--- config.mk ---
export PLATFORM = sky130hd
export DESIGN_NAME = ee_addr_seq
export DESIGN_NICKNAME = d
export VERILOG_FILES = /design/src/rtl/ee_addr_seq.sv
export SDC_FILE = /design/constraint.sdc
export NUM_CORES = 1
export LEC_CHECK = 0
export BUFFER_PORTS_ARGS = -buffer_cell sky130_fd_sc_hd__buf_2
export CORE_MARGIN = 1.5
export CORE_UTILIZATION = 46
export DETAILED_ROUTE_END_ITERATION = 7
export PLACE_DENSITY_LB_ADDON = 0.05
export SLEW_MARGIN = 20
export SYNTH_ARGS = -nofsm -noshare
export SYNTH_HDL_FRONTEND = slang
export SYNTH_SLANG_ARGS = --single-unit
--- constraint.sdc ---
create_clock -name clk -period 1.75 [get_ports clk]
set_input_delay 0.2625 -clock clk [delete_from_list [all_inputs] [get_ports clk]]
set_output_delay 0.2625 -clock clk [all_outputs]
set_load 0.005 [all_outputs]
--- src/rtl/ee_addr_seq.sv ---
module ee_addr_seq #(
  parameter int          AW        = 8,
  parameter int          PAGE_BITS = 4,
  parameter logic [7:0]  HDR_CODE  = 8'h55,
  parameter logic [7:0]  DEV_CODE  = 8'hA0,
  parameter logic [7:0]  CMD_RD    = 8'h03,
  parameter logic [7:0]  CMD_WR    = 8'h6C,
  parameter logic [7:0]  CMD_CUR   = 8'h06
) (
  input  logic          clk,
  input  logic          rst_n,
  input  logic [7:0]    rx_byte,
  input  logic          rx_valid,
  input  logic          mak,
  input  logic          nomak,
  input  logic          sby,
  output logic [AW-1:0] mem_addr,
  output logic          mem_re,
  output logic          mem_we,
  output logic [7:0]    mem_wdata,
  input  logic [7:0]    mem_rdata,
  output logic [7:0]    tx_byte,
  output logic          tx_valid
);
  localparam logic [3:0] S_HOLD  = 4'd0, S_HDR    = 4'd1, S_DEV  = 4'd2,
                         S_CMD   = 4'd3, S_ADR    = 4'd4, S_ADRA = 4'd5,
                         S_RDREQ = 4'd6, S_RDWAIT = 4'd7, S_WDAT = 4'd8,
                         S_WACK  = 4'd9;
  localparam logic [AW-1:0]        ONE  = 1;
  localparam logic [PAGE_BITS-1:0] PONE = 1;

  logic [3:0]    st, st_nx;
  logic [AW-1:0] ptr, adr_q;
  logic          wr_cmd, re_q;

  wire           ack      = mak | nomak;
  wire [AW-1:0]  ptr_seq  = ptr + ONE;
  wire [AW-1:0]  ptr_page = {ptr[AW-1:PAGE_BITS], ptr[PAGE_BITS-1:0] + PONE};

  always_comb begin
    st_nx = st;
    if (sby) st_nx = S_HDR;
    else begin
      case (st)
        S_HOLD:   st_nx = S_HOLD;
        S_HDR:    if (rx_valid) st_nx = (rx_byte == HDR_CODE) ? S_DEV : S_HOLD;
        S_DEV:    if (rx_valid) st_nx = (rx_byte == DEV_CODE) ? S_CMD : S_HOLD;
        S_CMD:    if (rx_valid) begin
                    case (rx_byte)
                      CMD_RD, CMD_WR: st_nx = S_ADR;
                      CMD_CUR:        st_nx = S_RDREQ;
                      default:        st_nx = S_HOLD;
                    endcase
                  end
        S_ADR:    if (rx_valid) st_nx = S_ADRA;
        S_ADRA:   if (mak) st_nx = wr_cmd ? S_WDAT : S_RDREQ;
                  else if (nomak) st_nx = S_HOLD;
        S_RDREQ:  st_nx = S_RDWAIT;
        S_RDWAIT: if (mak) st_nx = S_RDREQ;
                  else if (nomak) st_nx = S_HOLD;
        S_WDAT:   if (rx_valid) st_nx = S_WACK;
        S_WACK:   if (mak) st_nx = S_WDAT;
                  else if (nomak) st_nx = S_HOLD;
        default:  st_nx = S_HOLD;
      endcase
    end
  end

  always_ff @(posedge clk or negedge rst_n) begin
    if (!rst_n) begin
      st     <= S_HOLD;
      ptr    <= '0;
      adr_q  <= '0;
      wr_cmd <= 1'b0;
      re_q   <= 1'b0;
    end else begin
      st   <= st_nx;
      re_q <= mem_re;
      if (!sby) begin
        if (st == S_CMD && rx_valid) wr_cmd <= (rx_byte == CMD_WR);
        if (st == S_ADR && rx_valid) adr_q  <= rx_byte[AW-1:0];
        if (st == S_ADRA && mak)          ptr <= adr_q;
        else if (st == S_RDWAIT && ack)   ptr <= ptr_seq;
        else if (st == S_WACK && ack)     ptr <= ptr_page;
      end
    end
  end

  assign mem_addr  = ptr;
  assign mem_re    = (st == S_RDREQ) && !sby;
  assign mem_we    = (st == S_WDAT) && rx_valid && !sby;
  assign mem_wdata = rx_byte;
  assign tx_byte   = mem_rdata;
  assign tx_valid  = re_q;
endmodule

==> results of run 1 <==
==> worst max-delay path by stage <==
stage,from,to,slack [ns]
after floorplan,st[3],adr_q[0],0.08
after global placement,st[3],adr_q[7],0.05
after detailed placement,st[3],mem_addr[3],0.03
after CTS,st[3],mem_re,-0.01
after global routing,st[3],mem_re,-0.08
final,st[3],mem_re,-0.007
==> flip-flops by register name, summed over array words and instances, names as in the netlist <==
name      cells
tx_valid      1
mem_addr      8
adr_q         8
wr_cmd        1
st            4
==> power breakdown <==
group	switching, mW	total, mW	leakage [nW]	internal [mW]
sequential	0.0200	0.547	0.286	0.527
clock	0.172	0.404	0.0279	0.232
combinational	0.0832	0.160	0.594	0.0769
total	0.275	1.11	0.908	0.836
==> critical path, delay by kind of cell, from the launching register on <==
kind / cells / cell delay, ns
flip-flops: 1 / 0.41
AND/OR/NAND/NOR: 2 / 0.35
buffers and inverters: 3 / 0.41
==> cells in the final DEF (no fill, tap or decap), types with 2 or more instances in the layout <==
| cell | synthesis | routed |
|---|---|---|
| a21oi_1 | 6 | 6 |
| a22oi_1 | 2 | 2 |
| a2bb2oi_1 | 2 | 2 |
| a31o_2 | 2 | 2 |
| a32oi_1 | 2 | 2 |
| and3_1 | 2 | 2 |
| and4_1 | 2 | 2 |
| buf_2 | 3 | 32 |
| buf_4 | 17 | 15 |
| buf_6 | 2 | 3 |
| clkbuf_4 | 0 | 3 |
| dfrtp_1 | 22 | 20 |
| dfrtp_2 | 0 | 2 |
| inv_1 | 8 | 8 |
| mux2_2 | 5 | 4 |
| mux2_4 | 8 | 9 |
| nand2_1 | 3 | 3 |
| nand2b_4 | 1 | 2 |
| nand3_1 | 3 | 3 |
| nand3b_1 | 2 | 2 |
| nand4_1 | 3 | 3 |
| nand4b_1 | 2 | 2 |
| nor2_1 | 11 | 11 |
| nor2b_1 | 2 | 2 |
| nor4_1 | 3 | 2 |
| o211ai_1 | 3 | 3 |
| o21ai_0 | 9 | 9 |
| o2bb2a_1 | 2 | 2 |
| or4_1 | 3 | 3 |
==> synth_stat cells (all sizes together), types with 2 or more instances <==
cell type / number
buf: 22
dfrtp: 22
mux2: 13
nor2: 11
o21ai: 10
inv: 8
a21oi: 6
or4: 4
nand2: 3
nand2b: 3
nand3: 3
nand3b: 3
nand4: 3
nor4: 3
o211ai: 3
a22oi: 2
a2bb2oi: 2
a31o: 2
a32oi: 2
and3: 2
and4: 2
clkbuf: 2
nand4b: 2
nor2b: 2
nor3: 2
nor4b: 2
o2bb2a: 2
or2: 2
or3: 2
==> logic make-up (layout without fill, tap and decap cells) <==
| family | Yosys count | after routing |
|---|---|---|
| AND/OR/NAND/NOR | 55 | 55 |
| AO/OA/AOI/OAI | 37 | 37 |
| buffers and inverters | 32 | 64 |
| flip-flops | 22 | 22 |
| multiplexers | 14 | 14 |
| adder cells (fa/ha/maj) | 1 | 1 |
| XOR/XNOR | 1 | 1 |
==> per-stage QoR <==
step / TNS [ns] / instance area, µm²
6_report: -0.007159 / 1928
5_1_grt: -0.2582 / 1928
4_1_cts: -0.01118 / 1859
3_5_place_dp: 0 / 1752
3_3_place_gp: 0 / 1752
2_1_floorplan: 0 / 1583
==> layer usage <==
metal	global-route usage, %	routed length, µm	vias to the layer above
li1	-	-	658
met1	32.09	1855	688
met2	34.29	1900	55
met3	3.992	223	7
met4	9.422	68	0
met5	0	0	-
==> what timing repair did <==
action                                 in CTS  in global routing
endpoints found under the hold margin      22                  0
pin swaps                                   0                  3
cloned                                      0                  0
setup buffers                               2                  3
hold buffers                                1                  0
gates resized for setup                     8                  8
setup endpoints to repair                   2                 14
==> final cells by class <==
type / instances / area [µm²]
clock inverter: 1 / 30.03
fill: 306 / 1383
clock buffer: 3 / 22.52
multi-input combinational: 108 / 898.4
tap: 46 / 57.56
sequential: 22 / 553.0
inverter: 8 / 30.03
timing repair buffer: 52 / 336.6
==> out/summary.log, run 1 <==
qor: run_status.outcome complete, but fails checks
qor: run_status.violated_checks setup timing
qor: timing.setup_viol 1
qor: synth.synth_top_family_by_area simple AND/OR/NAND/NOR gates
qor: run.cap_violations 0
qor: synth.synth_seq_area_share 34.78%
qor: detailed_routing.routed-via-count 1408
qor: hold_path.timing.hold.worst_path_depth 2
qor: placement.post-dp-hpwl 2.865 mm
qor: detailed_routing.drt-pass1-iter-count 5
qor: critical_path.timing.critical_path.arrival 1.49 ns
qor: synth.synth_area_per_cell 9.770 µm²
qor: die.io-pin-count 49
qor: pwr.power.total 1.111 mW
qor: clocking.clkSinkCount 22
qor: clocking.tritoncts_clock_tree built
qor: critical_path.criticalPathCategory reg2out
qor: placement.io_buffers 32
qor: hold_path.min-delay-start rx_byte[5]
qor: cells_and_area.final_util 58.24%
qor: synth.synth_xor_area_share 0.5534%
qor: synth.compound_cell_area_share_of_the_yosys_netlist 16.36%
qor: detailed_routing.drtIter0Drc 53
qor: cells_and_area.instances_no_fill 240
qor: placement.placed_cells_incl_taps 231
qor: pwr.static_leak 0.9080 nW
qor: grt.grt_max_degree 23
qor: timing.grt_setup_unrepaired yes
qor: timing.whs 0.2106 ns
qor: synth.biggest_area_contributors_in_the_synthesized_netlist dfrtp_1, buf_4, mux2_4, mux2_2, o21ai_0
qor: synth.synth_top_area_share 34.78%
qor: grt.grt_pass1_wl 6.279 mm
qor: synth.synth.ff_latch_count 22
qor: critical_path.ordered_cell_list_for_the_critical_path buf_6 -> nand2b_4 -> buf_6 -> nor4b_4 -> buf_2
qor: synth.synth_cell_types 55
qor: clocking.cts.htree.levels 1
qor: die.dieHeight 61.66 µm
qor: synth.synthDominantAreaCellType dfrtp_1
qor: timing.timing_worst_slew_pin_value 0.4884 ns
qor: synth.count_of_flip_flops_with_a_built_in_enable_after_synthesis 0
qor: detailed_routing.detail_route.wl_per_cell 16.86 µm
qor: timing.finalHoldViolations 0
qor: detailed_routing.route.final.wire_length 4.047 mm
qor: critical_path.cpPeakStageDelay 0.41 ns
qor: timing.final-max-slew-violation-count 0
qor: timing.timing.max_slew.rel_slack 67.44%
qor: synth.syn-instance-count 162
qor: grt.grt_overflow 0
qor: synth.synth.mux.area_fraction 11.78%
qor: grt.first_global_vias 1277
qor: synth.postSynth.asyncResetShare 100.0%
qor: critical_path.timing.critical_path.from_type flip-flop
qor: pwr.worst_ir_drop_vdd 0.3528 mV
qor: hold_path.hold_path_class in2reg
qor: synth.synth-warning-count 0
qor: timing.postLayoutSetupSlackWorst -0.007159 ns
qor: critical_path.critical_path_peak_fanout 5
qor: cells_and_area.area_growth 21.82%
qor: clocking.cts.clk_slew.worst_paths 0.13 ns
qor: synth.synthesis.nets 185
qor: cells_and_area.count_of_inserted_antenna_diode_cells 0
qor: synth.synthAdderAreaFrac 0.7905%
qor: synth.synthFlopType dfrtp_1
qor: critical_path.rr_startpoint st[3]
qor: critical_path.worst_r2r_endpoint st[0]
qor: clocking.cts_root_buf clkbuf_4
qor: placement.pre_cts_ws 0.02810 ns
qor: timing.max_freq 0.5691 GHz
qor: cells_and_area.layout_cells_sized_above_1 43.81%
qor: grt.track_usage 22.75%
qor: hold_path.holdPathEnd adr_q[5]
qor: placement.finalWeightedCongestion 0.8486
qor: timing.clock_skew 0.0007432 ns
qor: critical_path.critical_path.endpoint_type output port
qor: die.dieWidth 61.66 µm
qor: synth.yosys.area_share.simple 22.85%
qor: die.design.die.area 3802 µm²
qor: die.start_util 47.81%
qor: cells_and_area.layout.nets 218
qor: critical_path.cpMostUsedCell buf_6
qor: timing.fin_crit 1.757 ns
qor: grt.grt_antenna_before_repair 0
qor: synth.synth_area 1583 µm²
qor: pwr.power_density 576.2 nW/µm²
qor: clocking.clockBufferDepth 2
qor: die.core.rowCount 21
qor: critical_path.setup.reg_to_reg.worst_slack 0.02 ns
qor: critical_path.crit_required 1.49 ns
qor: timing.timing.final.crit_share 100.4%
qor: detailed_routing.route.detailed.vias_per_inst 5.867
qor: detailed_routing.ant_nets 0
qor: die.core 3311 µm²
qor: critical_path.rr_worst_depth 6
qor: critical_path.cp_max_delay_cell dfrtp_1
qor: clocking.numCtsBuffers 3
qor: clocking.clock_insertion_delay_worst_skew 0.32 ns
qor: detailed_routing.drc_errors_left 0
No activity file was read; power rests on OpenSTA's default activity.
==> run 2, diff against run 1 <==
--- a/config.mk
+++ b/config.mk
@@ -10,6 +10,7 @@
 export CORE_UTILIZATION = 46
 export DETAILED_ROUTE_END_ITERATION = 7
 export PLACE_DENSITY_LB_ADDON = 0.05
+export REMOVE_ABC_BUFFERS = 1
 export SLEW_MARGIN = 20
 export SYNTH_ARGS = -nofsm -noshare
 export SYNTH_HDL_FRONTEND = slang
==> run 2 against run 1 <==
Against the previous run: the run still ends with setup timing left; combinational power about the same; clock skew up 0.012 ns; register-to-register slack about the same; cell area down 2.0%; utilization down 1.2 points; clock power down 30%; die area unchanged; fmax down 0.13%; count of clock-buffer cells in the layout up 1; critical path type unchanged; largest power group unchanged.
==> out/summary.log, run 2 (same netlist as run 1, synthesis figures left out) <==
qor: grt.grt_pass1_wl 6.389 mm
qor: clocking.clock_insertion_delay_worst_skew 0.31 ns
qor: placement.placed_cells_incl_taps 234
qor: critical_path.criticalPathCategory reg2out
qor: critical_path.crit_buf_inv 3
qor: detailed_routing.route.final.wire_length 3.889 mm
qor: cells_and_area.layout.cells.most_common buf_2
qor: grt.grt_max_degree 23
qor: timing.postLayoutSetupSlackWorst -0.009361 ns
qor: critical_path.crit_path_start st[3]
qor: cells_and_area.instances_no_fill 241
qor: pwr.power_density 523.4 nW/µm²
qor: critical_path.crit_required 1.49 ns
qor: detailed_routing.routed-via-count 1379
qor: critical_path.cp_top_family buffers and inverters
qor: hold_path.hold_path_class in2reg
qor: die.core.rowCount 21
qor: grt.track_usage 22.86%
qor: clocking.cts.htree.levels 1
qor: die.design.die.area 3802 µm²
qor: placement.finalWeightedCongestion 0.8658
qor: cells_and_area.layout_cells_sized_above_1 43.59%
qor: critical_path.critical_path.endpoint_type output port
qor: timing.final-max-slew-violation-count 0
qor: timing.timing_worst_slew_pin_value 0.5002 ns
qor: run.cap_violations 0
qor: grt.grt_overflow 0
qor: cells_and_area.final_util 57.07%
qor: critical_path.cpMostUsedCell buf_6
qor: timing.clock_skew 0.01244 ns
qor: pwr.static_leak 0.9073 nW
qor: detailed_routing.drt-pass1-iter-count 4
qor: timing.timing.max_slew.rel_slack 66.65%
qor: die.start_util 47.81%
qor: critical_path.ordered_cell_list_for_the_critical_path buf_6 -> nand2b_4 -> buf_6 -> nor4b_4 -> buf_2
qor: timing.grt_setup_unrepaired yes
qor: critical_path.timing.critical_path.from_type flip-flop
qor: detailed_routing.route.detailed.vias_per_inst 5.722
qor: die.dieWidth 61.66 µm
qor: critical_path.timing.critical_path.arrival 1.50 ns
qor: run_status.outcome complete, but fails checks
qor: hold_path.min-delay-start rx_byte[5]
qor: detailed_routing.detail_route.wl_per_cell 16.14 µm
qor: timing.setup_viol 1
qor: cells_and_area.count_of_inserted_antenna_diode_cells 0
qor: critical_path.critical_path_peak_fanout 6
qor: cells_and_area.area_growth 19.37%
qor: die.core 3311 µm²
qor: timing.fin_crit 1.759 ns
qor: timing.timing.final.crit_share 100.5%
qor: clocking.clkSinkCount 22
qor: timing.finalHoldViolations 0
qor: detailed_routing.ant_nets 0
qor: placement.pre_cts_ws 0.04429 ns
qor: grt.first_global_vias 1353
qor: die.dieHeight 61.66 µm
qor: cells_and_area.layout.nets 219
qor: grt.grt_antenna_before_repair 0
qor: pwr.worst_ir_drop_vdd 0.2458 mV
qor: timing.max_freq 0.5684 GHz
qor: cells_and_area.layout_common_cells buf_2, dfrtp_1, buf_4, nor2_1
qor: clocking.tritoncts_clock_tree built
qor: run_status.violated_checks setup timing
qor: clocking.clockBufferDepth 2
qor: placement.io_buffers 32
qor: clocking.numCtsBuffers 3
qor: critical_path.cpPeakStageDelay 0.41 ns
qor: clocking.cts.clk_slew.worst_paths 0.13 ns
qor: die.io-pin-count 49
qor: critical_path.rr_startpoint st[3]
qor: placement.post-dp-hpwl 3.020 mm
qor: detailed_routing.drtIter0Drc 100
qor: clocking.cts_root_buf clkbuf_4
qor: critical_path.cp_max_delay_cell dfrtp_1
qor: detailed_routing.drc_errors_left 0
## run 2: worst paths after layout
check,cells past startpoint,to,slack [ns]
hold / removal,2,adr_q[5],0.24
max in group asynchronous,2,st[2],0.94
setup / recovery,5,mem_re,-0.009
min in group asynchronous,2,adr_q[4],0.43
setup reg to reg,5,mem_addr[7],0.01
hold reg to reg,1,adr_q[1],0.52
## run 2: power by group
group          total (mW)  internal, mW  switching, mW
logic               0.158        0.0776         0.0807
registers           0.547         0.527         0.0192
clock network       0.284         0.127          0.157
## run 2: repair_timing
item | in CTS | in global routing
pin swaps | 0 | 6
gates cloned | 0 | 0
endpoints found under the setup margin | 1 | 11
resized for setup | 5 | 9
endpoints found under the hold margin | 22 | 0
setup buffers | 2 | 0
hold buffers | 1 | 0
## run 2: cell type report
class	count	area (µm²)
repair buffers	53	327.8
fillers	314	1421
well taps	46	57.56
multi-input cells	108	883.3
inverters	8	30.03
flip-flops and latches	22	554.3
clock buffers	4	36.28
## run 2: per-layer routing
layer	vias up	routed length (µm)	global-route usage [%]
li1	658	-	-
met1	678	1642	28.29
met2	34	2029	38.50
met3	9	118	4.412
met4	0	99	10.03
met5	-	0	0
## run 2: stage by stage
step	power (mW)	cell area, µm²	hold WS, ns	TNS [ns]
global route	1.041	1889	0.2236	-0.2460
floorplan	0.6113	1409	-0.03309	-1.405
detailed placement	0.7058	1762	0.2661	0
global placement	0.7028	1762	0.2623	0
CTS	1.001	1851	0.2234	-0.01439
finish	0.9889	1889	0.2406	-0.009361
